==> config.mk <==
export PLATFORM = sky130hd
export DESIGN_NAME = vid_clkdiv_bank
export DESIGN_NICKNAME = d
export VERILOG_FILES = /design/src/rtl/clkdiv_pkg.sv /design/src/rtl/clkdiv_shadow.sv /design/src/rtl/clkdiv_update.sv /design/src/rtl/clkdiv_cell.sv /design/src/rtl/vid_clkdiv_bank.sv
export SDC_FILE = /design/constraint.sdc
export NUM_CORES = 1
export LEC_CHECK = 0
export BUFFER_PORTS_ARGS = -buffer_cell sky130_fd_sc_hd__clkbuf_2
export CAP_MARGIN = 20
export CORE_UTILIZATION = 62
export CTS_BUF_LIST = sky130_fd_sc_hd__clkbuf_8
export CTS_CLUSTER_SIZE = 24
export DETAILED_ROUTE_END_ITERATION = 7
export GPL_TIMING_DRIVEN = 0
export PLACE_DENSITY = 0.81
export SKIP_CTS_REPAIR_TIMING = 1
export SYNTH_ARGS = -nofsm -noshare
export SYNTH_HDL_FRONTEND = slang
export SYNTH_HIERARCHICAL = 1
export SYNTH_SLANG_ARGS = --single-unit
==> constraint.sdc <==
create_clock -name clk -period 2.5 [get_ports clk]
set_input_delay 0.25 -clock clk [delete_from_list [all_inputs] [get_ports clk]]
set_output_delay 0.25 -clock clk [all_outputs]
set_load 0.1 [all_outputs]
==> src/rtl/clkdiv_pkg.sv <==
package clkdiv_pkg;
  localparam int NUM_DIV    = 7;
  localparam int ID_W       = 3;
  localparam int SEL_FIELDS = 2;
  localparam int PAR_FIELDS = NUM_DIV - SEL_FIELDS;

  typedef enum logic [ID_W-1:0] {
    DIV_VGA      = 3'd0,
    DIV_PIC      = 3'd1,
    DIV_ENC_TV   = 3'd2,
    DIV_HDMI_PIX = 3'd3,
    DIV_HDMI     = 3'd4,
    DIV_INF      = 3'd5,
    DIV_LAYER    = 3'd6,
    DIV_NONE     = 3'd7
  } div_id_e;
endpackage

==> src/rtl/clkdiv_shadow.sv <==
module clkdiv_shadow
  import clkdiv_pkg::*;
#(
  parameter int FW = 3
) (
  input  logic                  clk,
  input  logic                  rst_n,
  input  logic                  wr_en,
  input  logic [ID_W-1:0]       wr_id,
  input  logic [FW-1:0]         wr_val,
  output logic [NUM_DIV*FW-1:0] shadow_flat
);
  logic [SEL_FIELDS*FW-1:0] sel_reg;
  logic [PAR_FIELDS*FW-1:0] par_reg;

  // clock-select register: identifiers 0 .. SEL_FIELDS-1
  for (genvar g = 0; g < SEL_FIELDS; g++) begin : g_sel
    always_ff @(posedge clk) begin
      if (!rst_n)
        sel_reg[g*FW +: FW] <= '0;
      else if (wr_en && wr_id == ID_W'(g))
        sel_reg[g*FW +: FW] <= wr_val;
    end
  end

  // divider-parameter register: remaining identifiers; unknown ids match nothing
  for (genvar g = 0; g < PAR_FIELDS; g++) begin : g_par
    always_ff @(posedge clk) begin
      if (!rst_n)
        par_reg[g*FW +: FW] <= '0;
      else if (wr_en && wr_id == ID_W'(g + SEL_FIELDS))
        par_reg[g*FW +: FW] <= wr_val;
    end
  end

  assign shadow_flat = {par_reg, sel_reg};
endmodule

==> src/rtl/clkdiv_update.sv <==
module clkdiv_update (
  input  logic clk,
  input  logic rst_n,
  input  logic upd_wr,
  input  logic upd_val,
  output logic flag_q,
  output logic apply
);
  always_ff @(posedge clk) begin
    if (!rst_n)
      flag_q <= 1'b0;
    else if (upd_wr)
      flag_q <= upd_val;
  end

  // rising edge of the update flag commits the shadow bank
  assign apply = upd_wr & upd_val & ~flag_q;
endmodule

==> src/rtl/clkdiv_cell.sv <==
module clkdiv_cell #(
  parameter int FW = 3
) (
  input  logic          clk,
  input  logic          rst_n,
  input  logic          apply,
  input  logic [FW-1:0] new_ratio,
  output logic [FW-1:0] ratio_q,
  output logic          tick
);
  logic [FW-1:0] cnt_q;

  always_ff @(posedge clk) begin
    if (!rst_n) begin
      ratio_q <= '0;
      cnt_q   <= '0;
    end else if (apply) begin
      ratio_q <= new_ratio;
      cnt_q   <= '0;
    end else if (cnt_q == ratio_q) begin
      cnt_q   <= '0;
    end else begin
      cnt_q   <= cnt_q + 1'b1;
    end
  end

  assign tick = (cnt_q == ratio_q);
endmodule

==> src/rtl/vid_clkdiv_bank.sv <==
module vid_clkdiv_bank
  import clkdiv_pkg::*;
#(
  parameter int FIELD_W = 3
) (
  input  logic               clk,
  input  logic               rst_n,
  input  logic               cfg_wr,
  input  logic [ID_W-1:0]    cfg_id,
  input  logic [FIELD_W-1:0] cfg_val,
  input  logic               upd_wr,
  input  logic               upd_val,
  output logic [NUM_DIV-1:0] tick_o
);
  logic [NUM_DIV*FIELD_W-1:0] shadow_flat;
  logic [NUM_DIV*FIELD_W-1:0] live_flat;
  logic                       apply;
  logic                       flag_q;

  clkdiv_shadow #(.FW(FIELD_W)) u_shadow (
    .clk         (clk),
    .rst_n       (rst_n),
    .wr_en       (cfg_wr),
    .wr_id       (cfg_id),
    .wr_val      (cfg_val),
    .shadow_flat (shadow_flat)
  );

  clkdiv_update u_update (
    .clk     (clk),
    .rst_n   (rst_n),
    .upd_wr  (upd_wr),
    .upd_val (upd_val),
    .flag_q  (flag_q),
    .apply   (apply)
  );

  for (genvar g = 0; g < NUM_DIV; g++) begin : g_div
    clkdiv_cell #(.FW(FIELD_W)) u_cell (
      .clk       (clk),
      .rst_n     (rst_n),
      .apply     (apply),
      .new_ratio (shadow_flat[g*FIELD_W +: FIELD_W]),
      .ratio_q   (live_flat[g*FIELD_W +: FIELD_W]),
      .tick      (tick_o[g])
    );
  end
endmodule

After elaboration in Yosys (flattened, before gate mapping). Cells that the tools add are included. Widths: inputs -> output; s select.

Add/subtract/negate cells: 7. Equal/unequal tests: 13. Bitwise operators: 4. Reductions and logical operators: 15.

Operators by type and width (number): $add 3x1->3 const B (7); $eq 3x3->1 (7); $reduce_or 3->1 (7); $eq 3x3->1 const B (3); $logic_and 1x1->1 (7); $eq 3x2->1 const B (2); $eq 3x1->1 const B (1); $logic_not 3->1 (1); $and 1x1->1 (2); $not 1->1 (2).

Register bits: 64. Input bits: 11. Output and inout bits: 7. Word-level logic and storage cells: 61.

Logic depth before layout (Yosys ltp).
Word-level depth: 3. Gate-level depth with buffers: 4. Depth with buffers taken out: 4.

By module. The synthesis kept the hierarchy.

Modules (own cells, without submodules): clkdiv_cell (instances 7, cells an instance 23, area an instance 260.2 um2, sequential area each 120.1 um2); clkdiv_shadow (instances 1, cells an instance 75, area an instance 828.3 um2, sequential area each 420.4 um2); clkdiv_update (instances 1, cells an instance 5, area an instance 41.3 um2, sequential area each 20.0 um2).

Worst setup path after synthesis. No wires, ideal clock.

Path kind: input -> register. Start: input port upd_wr. End: register g_div[0].u_cell.ratio_q[0]. Library setup time: 0.118 ns. Arrival time: 2.047 ns. Required time: 2.382 ns. Path slack: 0.335 ns. Cell stages on the path: 4. Path buffers: 0. Cells stage by stage: nand2_1 nor2_1 mux2i_1 nor2b_1.

Longest elaborated chain between the ends: 2.

RTL lines: start: declaration (RTL line vid_clkdiv_bank.sv:11) `input logic upd_wr,`; $and 1x1->1 (2 in series) (RTL line clkdiv_update.sv:17) `assign apply = upd_wr & upd_val & ~flag_q;`; net apply (RTL line vid_clkdiv_bank.sv:17) `logic apply;`; end signal: assignment (RTL line clkdiv_cell.sv:18) `ratio_q <= new_ratio;`; end: declaration (RTL line clkdiv_cell.sv:8) `output logic [FW-1:0] ratio_q,`.

The timed path passes the listed nets, and every way through them passes these cells. A chain may end at the register's enable or synchronous reset.

Worst setup path in the final report.
Start: register g_div[5].u_cell.ratio_q[2]. End: output port tick_o[5].

Longest elaborated chain between the ends: 1.

RTL lines: start: declaration (RTL line clkdiv_cell.sv:8); start signal: assignment (RTL line clkdiv_cell.sv:18); $eq 3x3->1 (RTL line clkdiv_cell.sv:27) `assign tick = (cnt_q == ratio_q);`; end: declaration (RTL line vid_clkdiv_bank.sv:13) `output logic [NUM_DIV-1:0] tick_o`.

Every way passes these cells.

==> impl_metrics.toml <==
[clock_network]
cts_max_path_buffers = 2
numCtsBuffers = 9
clk_transition_reported_paths_ns = 0.07
clock_latency_ns = 0.33
clock-root-buffer = "clkbuf_8"
h-tree-depth = 3
clkSinkCount = 64
cts_tree = "done"

[die]
placementRows = 23
die_area_um2 = 4610
ios = 18
die_w_um = 67.9
die_h_um = 67.9
coreArea_um2 = 4090
start_util_pct = 65.9

[route]
first_pass_iters = 4
wl_mm = 4.44
wl_met1_mm = 2.19
dr_wl_met3_um = 125
maxUsedRoutingLayer = "met4"
drc = 0
drt_iter0_markers = 86
vias_per_cell = 5.51
wire_per_inst_um = 13.7
drtAntennaViolNets = 0
wl_met2_mm = 2.05
num_vias = 1786

[yosys]
synth_nets = 259
yosysWarnings = 6
syn_inst = 241
seq_area_frac_synth_pct = 47.6
synth_fa_ha_area_share_pct = 3.25
synth_top_family_by_area = "simple AND/OR/NAND/NOR gates"
synth.area.mux_share_pct = 15.6
synthSimpleGateAreaFrac_pct = 16.0
synthDistinctLibCells = 17
avgSynthCellArea_um2 = 11.2
synth_xor_area_share_pct = 9.11
synth_area_um2 = 2690
ys_ff_latch = 64
synth_compound_area_share_pct = 7.11

[setup_path]
timing.reg2reg.setup_slack_ns = 0.96
cp-end-kind = "output pin"
path_max_fanout = 4
cp-start-kind = "flip-flop"
max_stage_delay_ns = 0.45
crit_slowest_cell = "clkbuf_2"
r2r_start = "u_update/flag_q"
cp_cell_sequence = "xnor2_1 -> and3_2 -> clkbuf_2"
reg2reg_depth = 3
arrival_ns = 1.73
r2r_end = "g_div[5].u_cell/cnt_q[2]"
critPathKind = "flip-flop to output pin"
required_ns = 2.25

[sta]
skew_ns = 0.00703
rsz0062_at_grt = "false"
setup-violations-final = 0
fin_setup_tns_ns = 0
fin_crit_sh_pct = 79.1
finalHoldViolCount = 0
slew_violations = 0
min_period_ns = 1.98
worst_pin_slew_ns = 0.894
fmax_mhz = 506
slew_headroom_pct = 40.3

[power_and_ir_drop]
p_seq_share_pct = 50.8
p_leak_nw = 1.10
vdd_ir_drop_max_mv = 0.396
clock_power_share_pct = 42.6
p_sw_uw = 462
switching_share_pct = 22.6
power_density_nw_per_um2 = 672
internal_power_mw = 1.58
report.power.total_mw = 2.05
combPwrFrac_pct = 6.6

[place]
portBuffers = 17
placedCellCount = 308
dp_hpwl_mm = 2.98
gp_congestion = 0.681

[cells_and_area]
drive_gt1_share_pct = 16.1
area_delta_synth_final_pct = 13.2
utilization_pct = 74.5
instances_no_fill = 324
diodes = 0
layout_commonest_cell = "dfxtp_1"
final_cell_mix = "64 x dfxtp_1, 42 x mux2i_1, 28 x xnor2_1"
nets = 287

[global_route]
grt_pass1_wl_mm = 7.16
grt_max_degree = 36
grt_pass1_vias = 1585
grt_usage_pct = 21.7
grt_antenna_before_repair = 0
grt_overflow = 0

[job]
max_cap_viol_count = 0

[worst_hold_path]
worstHoldPathCells = 3
min_path_type = "primary input to flip-flop"
hold_path_startpoint = "upd_wr"
min_to = "u_update/flag_q"

[status]
status = "completed"
[flip-flops by register name, summed over array words and instances (netlist names)]
| name | flops |
|---|---|
| g_div.u_cell/cnt_q | 21 |
| g_div.u_cell/ratio_q | 21 |
| u_shadow/shadow_flat | 21 |
| u_update/flag_q | 1 |
[through the flow]
step | instance area (µm²) | hold WS, ns | setup slack [ns]
2_1_floorplan | 2690 | 0.378 | 0.335
3_3_place_gp | 2840 | 0.446 | -0.335
3_5_place_dp | 2850 | 0.448 | 0.849
4_1_cts | 3050 | 0.182 | 0.546
5_1_grt | 3050 | 0.207 | 0.496
6_report | 3050 | 0.191 | 0.522
[cells by family after synthesis]
group                    after synthesis
XOR/XNOR                              28
adder cells (fa/ha/maj)                7
buffers and inverters                  9
AO/OA/AOI/OAI                         22
AND/OR/NAND/NOR                       69
flip-flops                            64
multiplexers                          42
[synthesized netlist by cell type]
| library cell | number | area (µm²) |
|---|---|---|
| nor2_1 | 1 | 3.75 |
| and3_2 | 7 | 52.6 |
| inv_1 | 7 | 26.3 |
| nand2b_1 | 8 | 50.1 |
| nor2b_1 | 21 | 131 |
| a311oi_1 | 21 | 184 |
| buf_2 | 1 | 5.00 |
| dfxtp_1 | 64 | 1280 |
| ha_1 | 7 | 87.6 |
| nor4b_4 | 1 | 23.8 |
| a21boi_1 | 1 | 7.51 |
| and4bb_4 | 3 | 48.8 |
| nand2_1 | 25 | 93.8 |
| nand4b_1 | 3 | 26.3 |
| clkbuf_1 | 1 | 3.75 |
| mux2i_1 | 42 | 420 |
| xnor2_1 | 28 | 245 |
[critical path, delay by kind of cell (launching register included)]
kind / cells / cell delay, ns
xor+xnor: 1 / 0.37
buf+inv: 1 / 0.45
flops: 1 / 0.32
simple gates: 1 / 0.26
[per-layer routing]
metal,vias up,track usage [%]
li1,922,-
met1,830,27.4
met2,26,33.7
met3,8,5.50
met4,0,11.7
met5,-,0
[layout make-up]
cell class / count / area, µm²
buffer: 2 / 8.76
clock buffer: 11 / 151
inverter: 7 / 26.3
multi-input combinational: 168 / 1380
fill: 296 / 1040
clock inverter: 5 / 47.5
tap: 50 / 62.6
sequential: 64 / 1280
timing repair buffer: 17 / 85.1
[power by group through the flow]
stage               clock [mW]  combinational [mW]  sequential [mW]
detailed placement           0               0.135             1.06
floorplan                    0              0.0982             1.06
CTS                      0.884               0.135             1.04
finish                   0.871               0.134             1.04
global placement             0               0.133             1.06
global route             0.932               0.145             1.04
[how the worst max path moves through the flow]
stage                                from                          to  slack [ns]
6_report       g_div[5].u_cell/ratio_q[2]                   tick_o[5]        0.52
4_1_cts        g_div[5].u_cell/ratio_q[2]                   tick_o[5]        0.55
3_5_place_dp                       upd_wr    g_div[5].u_cell/cnt_q[2]        0.85
5_1_grt        g_div[0].u_cell/ratio_q[2]                   tick_o[0]        0.50
2_1_floorplan                      upd_wr  g_div[0].u_cell/ratio_q[0]        0.34
3_3_place_gp                       upd_wr    g_div[0].u_cell/cnt_q[1]       -0.34
No activity file was read; power rests on OpenSTA's default activity.
